===== config.mk =====
export PLATFORM = sky130hd
export DESIGN_NAME = uart_regbank
export DESIGN_NICKNAME = d
export VERILOG_FILES = /design/src/rtl/uart_regbank_pkg.sv /design/src/rtl/uart_rxq.sv /design/src/rtl/uart_modem_map.sv /design/src/rtl/uart_int_prio.sv /design/src/rtl/uart_regbank.sv
export SDC_FILE = /design/constraint.sdc
export NUM_CORES = 1
export LEC_CHECK = 0
export BUFFER_PORTS_ARGS = -buffer_cell sky130_fd_sc_hd__buf_2
export CORE_ASPECT_RATIO = 2
export CORE_MARGIN = 1.5
export CORE_UTILIZATION = 30
export CTS_CLUSTER_DIAMETER = 120
export DETAILED_ROUTE_END_ITERATION = 16
export MAX_ROUTING_LAYER = met4
export PLACE_DENSITY_LB_ADDON = 0.08
export SYNTH_ARGS = -nofsm -noshare
export SYNTH_HDL_FRONTEND = slang
export SYNTH_SLANG_ARGS = --single-unit

===== constraint.sdc =====
create_clock -name clk -period 3.5 [get_ports clk]
set_input_delay 0 -clock clk [delete_from_list [all_inputs] [get_ports clk]]
set_output_delay 0 -clock clk [all_outputs]
set_load 0.005 [all_outputs]

===== src/rtl/uart_regbank_pkg.sv =====
package uart_regbank_pkg;

    typedef enum logic [2:0] {
        OFS_DATA = 3'd0,
        OFS_IER  = 3'd1,
        OFS_IID  = 3'd2,
        OFS_LCR  = 3'd3,
        OFS_MCR  = 3'd4,
        OFS_LSR  = 3'd5,
        OFS_MSR  = 3'd6,
        OFS_SCR  = 3'd7
    } ofs_e;

    localparam logic [3:0] IID_NONE  = 4'h1;
    localparam logic [3:0] IID_LINE  = 4'h6;
    localparam logic [3:0] IID_TOUT  = 4'hC;
    localparam logic [3:0] IID_TXRDY = 4'h2;
    localparam logic [3:0] IID_MODEM = 4'h0;

    // enable bits
    localparam int EN_RX    = 0;
    localparam int EN_TX    = 1;
    localparam int EN_LINE  = 2;
    localparam int EN_MODEM = 3;

    // modem control bits
    localparam int MC_DTR  = 0;
    localparam int MC_RTS  = 1;
    localparam int MC_OUT1 = 2;
    localparam int MC_OUT2 = 3;
    localparam int MC_LOOP = 4;

    // FIFO control
    localparam logic [7:0] FC_KEEP = 8'hC9;
    localparam int FC_EN    = 0;
    localparam int FC_RXCLR = 1;

    localparam logic [7:0] LS_TX_IDLE = 8'h60;

    typedef struct packed {
        logic [7:0] ier;
        logic [7:0] lcr;
        logic [7:0] mcr;
        logic [7:0] fcr;
        logic [7:0] scr;
        logic [7:0] dll;
        logic [7:0] dlh;
        logic [7:0] msr;
        logic       ovr;
        logic       txp;
    } bank_t;

endpackage


===== src/rtl/uart_rxq.sv =====
module uart_rxq #(
    parameter int DEPTH = 16
) (
    input  logic       clk,
    input  logic       rst_n,
    input  logic       clear,
    input  logic       single,
    input  logic       push,
    input  logic [7:0] push_data,
    input  logic       pop,
    output logic [7:0] head,
    output logic       empty,
    output logic       full
);
    localparam int AW = (DEPTH > 1) ? $clog2(DEPTH) : 1;
    localparam int CW = $clog2(DEPTH + 1);
    localparam logic [AW-1:0] LAST = AW'(DEPTH - 1);
    localparam logic [CW-1:0] CAP  = CW'(DEPTH);

    typedef struct packed {
        logic [AW-1:0] wp;
        logic [AW-1:0] rp;
        logic [CW-1:0] cnt;
    } ptr_t;

    ptr_t s_d, s_q;
    logic [7:0] mem_q [DEPTH];
    logic [CW-1:0] limit;
    logic do_push, do_pop;

    assign limit = single ? CW'(1) : CAP;
    assign full  = (s_q.cnt >= limit);
    assign empty = (s_q.cnt == '0);
    assign head  = mem_q[s_q.rp];

    always_comb begin
        s_d     = s_q;
        do_push = push && !full && !clear;
        do_pop  = pop && !empty && !clear;
        if (clear) begin
            s_d = '0;
        end else begin
            if (do_push) s_d.wp = (s_q.wp == LAST) ? '0 : s_q.wp + 1'b1;
            if (do_pop)  s_d.rp = (s_q.rp == LAST) ? '0 : s_q.rp + 1'b1;
            case ({do_push, do_pop})
                2'b10:   s_d.cnt = s_q.cnt + 1'b1;
                2'b01:   s_d.cnt = s_q.cnt - 1'b1;
                default: s_d.cnt = s_q.cnt;
            endcase
        end
    end

    always_ff @(posedge clk or negedge rst_n) begin
        if (!rst_n) s_q <= '0;
        else        s_q <= s_d;
    end

    always_ff @(posedge clk) begin
        if (do_push) mem_q[s_q.wp] <= push_data;
    end

    // occupancy never exceeds the active capacity
    p_cnt_cap_r5: assert property (@(posedge clk) disable iff (!rst_n)
        s_q.cnt <= limit);
    // a clear leaves the queue empty
    p_clear_empty_r5: assert property (@(posedge clk) disable iff (!rst_n)
        clear |=> empty);
endmodule


===== src/rtl/uart_modem_map.sv =====
module uart_modem_map
    import uart_regbank_pkg::*;
(
    input  logic [7:0] mcr,
    output logic [7:0] status
);
    always_comb begin
        if (mcr[MC_LOOP]) begin
            status = {mcr[MC_OUT2], mcr[MC_OUT1], mcr[MC_DTR], mcr[MC_RTS], 4'b0000};
        end else begin
            status = 8'hA0;
        end
    end
endmodule


===== src/rtl/uart_int_prio.sv =====
module uart_int_prio
    import uart_regbank_pkg::*;
(
    input  logic [3:0] ier,
    input  logic       ovr,
    input  logic       rx_avail,
    input  logic       txp,
    input  logic [3:0] msr_delta,
    output logic [3:0] code,
    output logic       irq
);
    always_comb begin
        if (ovr && ier[EN_LINE])                    code = IID_LINE;
        else if (rx_avail && ier[EN_RX])            code = IID_TOUT;
        else if (txp && ier[EN_TX])                 code = IID_TXRDY;
        else if ((|msr_delta) && ier[EN_MODEM])     code = IID_MODEM;
        else                                        code = IID_NONE;
    end

    assign irq = (code != IID_NONE);
endmodule


===== src/rtl/uart_regbank.sv =====
module uart_regbank
    import uart_regbank_pkg::*;
#(
    parameter int FIFO_DEPTH = 16,
    parameter int REF_CLK_HZ = 1843200,
    parameter int BAUD       = 115200
) (
    input  logic       clk,
    input  logic       rst_n,
    input  logic [2:0] addr,
    input  logic       wr_en,
    input  logic       rd_en,
    input  logic [7:0] wdata,
    output logic [7:0] rdata,
    input  logic       rx_valid,
    input  logic [7:0] rx_data,
    output logic       irq
);
    localparam logic [15:0] RST_DIV = 16'(REF_CLK_HZ / BAUD / 16);

    bank_t r_d, r_q;

    logic       rd_act, dl_sel, loop_q;
    logic       q_clear, q_push, q_pop, q_empty, q_full, set_ovr;
    logic [7:0] q_pdata, q_head;
    logic [7:0] mcr_new, ms_new;
    logic [3:0] iid_code;

    assign rd_act = rd_en && !wr_en;
    assign dl_sel = r_q.lcr[7] && (addr == OFS_DATA || addr == OFS_IER);
    assign loop_q = r_q.mcr[MC_LOOP];
    assign mcr_new = wdata & 8'h1F;

    uart_modem_map u_map (
        .mcr    (mcr_new),
        .status (ms_new)
    );

    uart_int_prio u_prio (
        .ier       (r_q.ier[3:0]),
        .ovr       (r_q.ovr),
        .rx_avail  (!q_empty),
        .txp       (r_q.txp),
        .msr_delta (r_q.msr[3:0]),
        .code      (iid_code),
        .irq       (irq)
    );

    uart_rxq #(.DEPTH(FIFO_DEPTH)) u_rxq (
        .clk       (clk),
        .rst_n     (rst_n),
        .clear     (q_clear),
        .single    (!r_q.fcr[FC_EN]),
        .push      (q_push),
        .push_data (q_pdata),
        .pop       (q_pop),
        .head      (q_head),
        .empty     (q_empty),
        .full      (q_full)
    );

    always_comb begin
        r_d     = r_q;
        q_clear = 1'b0;
        q_push  = rx_valid && !loop_q;
        q_pdata = rx_data;
        q_pop   = 1'b0;

        if (wr_en) begin
            if (dl_sel) begin
                if (addr == OFS_DATA) r_d.dll = wdata;
                else                  r_d.dlh = wdata;
            end else begin
                case (ofs_e'(addr))
                    OFS_DATA: begin
                        r_d.txp = 1'b1;
                        if (loop_q) begin
                            q_push  = 1'b1;
                            q_pdata = wdata;
                        end
                    end
                    OFS_IER: begin
                        if (!r_q.ier[EN_TX] && wdata[EN_TX]) r_d.txp = 1'b1;
                        r_d.ier = {4'b0000, wdata[3:0]};
                    end
                    OFS_IID: begin
                        if (r_q.fcr[FC_EN] != wdata[FC_EN]) q_clear = 1'b1;
                        if (wdata[FC_EN] && wdata[FC_RXCLR]) q_clear = 1'b1;
                        r_d.fcr = wdata[FC_EN] ? (wdata & FC_KEEP) : 8'h00;
                    end
                    OFS_LCR: r_d.lcr = wdata;
                    OFS_MCR: begin
                        r_d.mcr = mcr_new;
                        r_d.msr[7:4] = ms_new[7:4];
                        r_d.msr[0] = r_q.msr[0] | (r_q.msr[4] ^ ms_new[4]);
                        r_d.msr[1] = r_q.msr[1] | (r_q.msr[5] ^ ms_new[5]);
                        r_d.msr[2] = r_q.msr[2] | (r_q.msr[6] & ~ms_new[6]);
                        r_d.msr[3] = r_q.msr[3] | (r_q.msr[7] ^ ms_new[7]);
                    end
                    OFS_SCR: r_d.scr = wdata;
                    default: ;
                endcase
            end
        end else if (rd_act && !dl_sel) begin
            case (ofs_e'(addr))
                OFS_DATA: q_pop = 1'b1;
                OFS_IID:  if (iid_code == IID_TXRDY) r_d.txp = 1'b0;
                OFS_LSR:  r_d.ovr = 1'b0;
                OFS_MSR:  r_d.msr[3:0] = 4'b0000;
                default: ;
            endcase
        end

        set_ovr = q_push && q_full && !q_clear;
        if (set_ovr) r_d.ovr = 1'b1;
    end

    always_comb begin
        rdata = 8'h00;
        if (dl_sel) begin
            rdata = (addr == OFS_DATA) ? r_q.dll : r_q.dlh;
        end else begin
            case (ofs_e'(addr))
                OFS_DATA: rdata = q_empty ? 8'h00 : q_head;
                OFS_IER:  rdata = r_q.ier;
                OFS_IID:  rdata = {{2{r_q.fcr[FC_EN]}}, 2'b00, iid_code};
                OFS_LCR:  rdata = r_q.lcr;
                OFS_MCR:  rdata = r_q.mcr;
                OFS_LSR:  rdata = LS_TX_IDLE | {6'b0, r_q.ovr, !q_empty};
                OFS_MSR:  rdata = r_q.msr;
                OFS_SCR:  rdata = r_q.scr;
                default:  rdata = 8'hFF;
            endcase
        end
    end

    always_ff @(posedge clk or negedge rst_n) begin
        if (!rst_n) begin
            r_q     <= '0;
            r_q.dll <= RST_DIV[7:0];
            r_q.dlh <= RST_DIV[15:8];
            r_q.msr <= 8'hA0;
        end else begin
            r_q <= r_d;
        end
    end

    // divisor low byte captures the write while DLAB is set
    p_dll_write_r2: assert property (@(posedge clk) disable iff (!rst_n)
        (wr_en && r_q.lcr[7] && addr == OFS_DATA) |=> (r_q.dll == $past(wdata)));
    // a plain data write leaves transmit-ready pending
    p_txp_set_r9: assert property (@(posedge clk) disable iff (!rst_n)
        (wr_en && !r_q.lcr[7] && addr == OFS_DATA) |=> r_q.txp);
    // a line-status read clears overrun unless a new overflow lands
    p_ovr_clear_r6: assert property (@(posedge clk) disable iff (!rst_n)
        (rd_act && addr == OFS_LSR && !set_ovr) |=> !r_q.ovr);
    // disabled FIFO control holds all zero
    p_fcr_zero_r4: assert property (@(posedge clk) disable iff (!rst_n)
        !r_q.fcr[FC_EN] |-> (r_q.fcr == 8'h00));
    // no enables, no interrupt
    p_irq_masked_r8: assert property (@(posedge clk) disable iff (!rst_n)
        (r_q.ier[3:0] == 4'h0) |-> !irq);
    // modem-status read clears the delta nibble
    p_msr_rdclr_r10: assert property (@(posedge clk) disable iff (!rst_n)
        (rd_act && !r_q.lcr[7] && addr == OFS_MSR) |=> (r_q.msr[3:0] == 4'h0));
endmodule


==> impl_metrics.env, run 1 <==
export IMPL_outcome="complete, no violations"
export IMPL_hold_end="r_q[1]"
export IMPL_overflow=0
export IMPL_clock_latency_ns=0.44
export IMPL_hold_class="in2reg"
export IMPL_worstSetupStartpoint="u_rxq.s_q[0]"
export IMPL_p_leak_nw=3.72
export IMPL_io_pins=33
export IMPL_worstPathMaxFanout=7
export IMPL_synth_top_cell_area_share=0.435
export IMPL_final_max_slew_violation_count=0
export IMPL_report_final_hold_viol_count=0
export IMPL_layout_drive_gt1_share=0.272
export IMPL_htreeDepth=4
export IMPL_vias=5364
export IMPL_clock_skew_final_ns=0.00979
export IMPL_drt_iter0_drc=289
export IMPL_die_w_um=124
export IMPL_setup_tns_ns=0
export IMPL_reg2reg_depth=11
export IMPL_clk_pin_slew_ns=0.07
export IMPL_async_reset_ff_frac=0.337
export IMPL_multi_input_area_mm2=0.00317
export IMPL_ys_types=72
export IMPL_ys_ff_latch=193
export IMPL_grt_pass1_wl_um=37600
export IMPL_wl_met3_um=626
export IMPL_die_h_um=246
export IMPL_synthCells=605
export IMPL_cts_made_buffers=17
export IMPL_wl_per_cell_um=24.2
export IMPL_instances_no_fill=1030
export IMPL_cts_resized=0
export IMPL_hold_depth=4
export IMPL_hpwlAfterDp_um=18800
export IMPL_synth_edff_count=128
export IMPL_clock_sinks=193
export IMPL_path_class="reg2reg"
export IMPL_fin_crit_sh=0.834
export IMPL_tightest_slew_ns=0.833
export IMPL_syn_avg_cell_area_um2=14.6
export IMPL_peakVddDrop_v=0.000408
export IMPL_slew_headroom=0.442
export IMPL_register_area_mm2=0.00548
export IMPL_viasPerCell=5.21
export IMPL_cp_arrival_ns=3.23
export IMPL_highest_layer="met4"
export IMPL_clock_path_buffers=2
export IMPL_powerDensity_mw_per_mm2=643
export IMPL_maxCapViolations=0
export IMPL_dieArea_mm2=0.0306
export IMPL_rsz0062_at_grt="no"
export IMPL_setup_viol=0
export IMPL_startpoint_type="flip-flop"
export IMPL_final_nets=692
export IMPL_r2r_start="u_rxq.s_q[0]"
export IMPL_max_stage_delay_ns=0.48
export IMPL_fillers=2833
export IMPL_yosysWarnings=0
export IMPL_wl_met1_um=8610
export IMPL_max_freq_mhz=343
export IMPL_dominantRegCellSynth="edfxtp_1"
export IMPL_synth_most_common_cell="edfxtp_1"
export IMPL_path_cells="inv_1 > ha_1 > nor2_1 > a31o_2 > a21oi_1 > ha_1 > a21o_1 > a21oi_1 > nor4_2 > nor3_1 > nor3_2"
export IMPL_synth_top_cell_by_area="edfxtp_1"
export IMPL_crit_slowest_cell="dfrtp_1"
export IMPL_r2r_end="u_rxq.s_q[4]"
export IMPL_start_util=0.305
export IMPL_place_inst=987
export IMPL_layout_min_cycle_time_ns=2.92
export IMPL_core_mm2=0.0290
export IMPL_end_kind="flip-flop"
export IMPL_drtPass1Iterations=4
export IMPL_hp_start="rx_valid"
export IMPL_cts_root_buf="clkbuf_16"
export IMPL_gp_routability_congestion=0.952
export IMPL_grt_pass1_vias=5804
export IMPL_syn_nets=640
export IMPL_syn_cell_area_mm2=0.00884
export IMPL_placementRows=88
export IMPL_wl_met2_um=14700
export IMPL_area_growth_pct=14.8
export IMPL_cts_tree="built"
export IMPL_diodes=0
export IMPL_ys_seq_area_frac=0.619
export IMPL_grt_start_max_net_pins=42
export IMPL_r2r_slack_ns=0.58
export IMPL_netlist_top_cells_count="edfxtp_1, dfrtp_1, nand2_1, mux2_2, mux4_2"
export IMPL_ant_nets=0
export IMPL_routed_wl_um=24900
export IMPL_synth_area_leaders="edfxtp_1, dfrtp_1, mux4_2, mux2_2, nand2_1"
export IMPL_required_ns=3.82
export IMPL_port_buffers=32
export IMPL_drc_errors=0
export IMPL_grt_usage=0.174
export IMPL_antenna_found_initial=0
## layer usage
layer	vias to the layer above	track usage
met3	39	0.0311
met4	0	0.0767
met1	2777	0.162
li1	2446	-
met5	-	-
met2	102	0.342
## cells in the final DEF (no fill, tap or decap), types with 6 or more instances in the layout
cell / count
dfrtp_1: 61
clkbuf_16: 20
mux2_2: 45
nor2b_1: 9
inv_1: 12
xnor2_1: 6
a22oi_1: 8
dlygate4sd3_1: 11
ha_1: 10
mux2i_1: 13
nor2_1: 26
buf_4: 19
buf_2: 32
a31oi_1: 9
nand3_1: 11
nand2_1: 53
o21ai_0: 22
a21oi_1: 19
mux4_2: 31
a22o_1: 9
edfxtp_1: 128
and2_1: 13
## through the flow
| stage | hold WS, ns | setup WS, ns | utilization | total power [mW] | instance area, um2 |
|---|---|---|---|---|---|
| floorplan | -0.296 | 0.913 | - | 4.06 | 8840 |
| finish | 0.0306 | 0.582 | 0.351 | 6.53 | 10200 |
| global route | 0.0403 | 0.354 | 0.351 | 6.87 | 10200 |
| detailed placement | 0.0571 | 0.604 | 0.326 | 4.62 | 9440 |
| CTS | 0.00999 | 0.550 | 0.351 | 6.63 | 10200 |
| global placement | 0.0474 | 0.726 | 0.326 | 4.59 | 9440 |
## state kept, by name, summed over array words and instances, names as in the netlist
signal	cells
r_q	51
u_rxq.s_q	13
loop_q	1
u_rxq.mem_q	128
## worst max-delay path: cells and delay by family (launching register included)
kind | cells | cell delay (ns)
flip-flops | 1 | 0.48
AO/OA/AOI/OAI | 4 | 1.16
AND/OR/NAND/NOR | 4 | 0.43
buffers and inverters | 1 | 0.07
adder cells (fa/ha/maj) | 2 | 0.64
## worst max-delay path by stage
stage,end,cells after the start
detailed placement,u_rxq.s_q[4],11
CTS,rdata[6],7
global route,u_rxq.s_q[4],11
finish,u_rxq.s_q[4],11
floorplan,u_rxq.s_q[4],11
global placement,u_rxq.s_q[4],11
## what timing repair did
item,CTS,global route
hold buffers,11,0
hold endpoints to repair,53,0
buffers inserted,0,0
## power breakdown
part	switching, mW	leakage [nW]	internal [mW]
Combinational	0.845	1.47	0.728
Sequential	0.263	1.95	2.71
Clock	0.874	0.297	1.11
## final cells by class
class                           count  area share
Inverter                           12     0.00444
Tap cell                          360      0.0444
Timing Repair Buffer               62      0.0407
Sequential cell                   193       0.539
Clock inverter                     10     0.00949
Multi-Input combinational cell    371       0.312
Clock buffer                       22      0.0500
## kinds of logic after synthesis
group,count (synthesis),synth area share
compound gates,107,0.0858
fa+ha+maj,11,0.0164
flops,193,0.619
simple gates,156,0.0964
xor+xnor,7,0.00693
mux,90,0.153
buf+inv,41,0.0228
No activity file was read; power rests on OpenSTA's default activity.
==> run 2, diff against run 1 <==
==> constraint.sdc (replaced) <==
create_clock -name clk -period 2.7 [get_ports clk]
set_input_delay 0 -clock clk [delete_from_list [all_inputs] [get_ports clk]]
set_output_delay 0 -clock clk [all_outputs]
set_load 0.005 [all_outputs]
==> run 2 against run 1 <==
  * Final cell count grew 2.6%
  * Worst hold slack gained 0.011 ns
  * Power grew 32%
  * Register-to-register slack lost 0.44 ns
  * Critical path type is now reg2out
  * Setup slack lost 0.45 ns
  * Flip-flop and latch count is the same
  * Clock skew shrank 0.0026 ns
  * Clock power grew 21%
==> impl_metrics.env, run 2 (synthesis results as in run 1) <==
export IMPL_drt_iter0_drc=354
export IMPL_cts_tree="built"
export IMPL_required_ns=2.70
export IMPL_outcome="complete, no violations"
export IMPL_grt_usage=0.183
export IMPL_htreeDepth=4
export IMPL_layout_min_cycle_time_ns=2.57
export IMPL_startpoint_type="flip-flop"
export IMPL_routed_wl_um=26300
export IMPL_wl_per_cell_um=24.8
export IMPL_powerDensity_mw_per_mm2=827
export IMPL_largest_reg_flops=128
export IMPL_cp_arrival_ns=2.57
export IMPL_grt_pass1_wl_um=39100
export IMPL_cts_made_buffers=17
export IMPL_crit_slowest_cell="mux4_2"
export IMPL_drc_errors=0
export IMPL_clock_skew_final_ns=0.00716
export IMPL_multi_input_area_mm2=0.00320
export IMPL_hold_slack_ns=0.0420
export IMPL_total_power_mw=8.61
export IMPL_register_area_mm2=0.00548
export IMPL_final_cell_mix="edfxtp_1, dfrtp_1, nand2_1"
export IMPL_clock_sinks=193
export IMPL_final_nets=720
export IMPL_path_class="reg2out"
export IMPL_rsz0062_at_grt="yes"
export IMPL_p_leak_nw=3.84
export IMPL_stdcell_area_mm2=0.0104
export IMPL_slew_headroom=0.411
export IMPL_die_w_um=124
export IMPL_io_pins=33
export IMPL_crit_family="compound AO/OA/AOI/OAI gates"
export IMPL_overflow=0
export IMPL_viasPerCell=5.21
export IMPL_worstPathMaxFanout=14
export IMPL_final_core_util=0.359
export IMPL_antenna_found_initial=0
export IMPL_fin_crit_sh=0.952
export IMPL_clock_latency_ns=0.44
export IMPL_area_growth_pct=17.7
export IMPL_drtPass1Iterations=5
export IMPL_peakVddDrop_v=0.000427
export IMPL_final_max_slew_violation_count=0
export IMPL_crit_buf_inv=2
export IMPL_max_stage_delay_ns=0.51
export IMPL_final_common_cell="edfxtp_1"
export IMPL_port_buffers=32
export IMPL_largest_registers="u_rxq.mem_q x128, r_q x51, u_rxq.s_q x13"
export IMPL_placementRows=88
export IMPL_placedInstanceArea_mm2=0.00963
export IMPL_clock_path_buffers=2
export IMPL_gp_routability_congestion=0.894
export IMPL_max_freq_mhz=389
export IMPL_start_util=0.305
export IMPL_grt_start_max_net_pins=35
export IMPL_setup_viol=0
export IMPL_grt_pass1_vias=5902
export IMPL_fillers=2782
export IMPL_report_final_hold_viol_count=0
export IMPL_hold_class="in2reg"
export IMPL_clk_pin_slew_ns=0.07
export IMPL_cts_root_buf="clkbuf_16"
export IMPL_ant_nets=0
export IMPL_path_cells="buf_12 > mux4_2 > a22o_1 > o21ai_1 > and3_1 > a31oi_1 > buf_2"
export IMPL_diodes=0
export IMPL_vias=5503
export IMPL_top_register="u_rxq.mem_q"
export IMPL_tightest_slew_ns=0.884
export IMPL_maxCapViolations=0
export IMPL_die_h_um=246
export IMPL_place_inst=1006
export IMPL_hpwlAfterDp_um=19800
export IMPL_core_mm2=0.0290
export IMPL_instances_no_fill=1057
export IMPL_end_kind="output port"
export IMPL_layout_drive_gt1_share=0.316
export IMPL_dieArea_mm2=0.0306
[run 2: worst reg2reg max path: stages (launching register included)]
cell,delay [ns]
dfrtp_1,0.38
inv_1,0.09
ha_1,0.23
nor2_1,0.13
a31o_2,0.23
nand2_4,0.11
nor4b_2,0.56
and2_1,0.48
[run 2: power breakdown]
| part | internal (mW) | switching [mW] | leakage, nW | total, mW |
|---|---|---|---|---|
| logic | 1.15 | 1.25 | 1.63 | 2.40 |
| registers | 3.51 | 0.300 | 1.95 | 3.81 |
| clock network | 1.26 | 1.13 | 0.256 | 2.40 |
[run 2: routing by layer]
layer	vias up	GRT usage	wire [um]
li1	2502	-	-
met5	-	-	0
met2	135	0.359	15600
met4	0	0.0940	1190
met3	48	0.0279	661
met1	2818	0.166	8830
[run 2: through the flow]
step | setup TNS (ns) | worst slack, ns
floorplan | 0 | 0.113
global placement | 0 | 0.0389
detailed placement | 0 | 0.0289
CTS | 0 | 0.0316
global route | -0.00331 | -0.00331
finish | 0 | 0.129
[run 2: path summary, 6_finish.rpt]
kind                              start           endpoint  slack (ns)  depth (start not counted)
max                        u_rxq.s_q[5]           rdata[0]        0.13                          7
min                            rx_valid             r_q[1]        0.04                          4
max reg2reg                     r_q[34]  u_rxq.mem_q[5][1]        0.14                          7
min reg2reg                     r_q[11]            r_q[11]        0.49                          2
max in group asynchronous         rst_n             r_q[9]        1.72                          3
min in group asynchronous         rst_n       u_rxq.s_q[0]        0.21                          2
[run 2: final cells by class]
| class | count | share of cell area |
|---|---|---|
| Tap cell | 360 | 0.0433 |
| Sequential cell | 193 | 0.527 |
| Clock buffer | 18 | 0.0412 |
| Inverter | 12 | 0.00433 |
| Multi-Input combinational cell | 371 | 0.308 |
| Timing Repair Buffer | 90 | 0.0660 |
| Clock inverter | 13 | 0.0108 |
[run 2: timing repair]
item                                   4_1_cts  5_1_grt
gates cloned                                 0        0
resized for setup                            8        9
pin swaps                                    0        2
hold buffers                                10        0
setup endpoints to repair                   13       40
setup buffers                                2        8
endpoints found under the hold margin       61        0
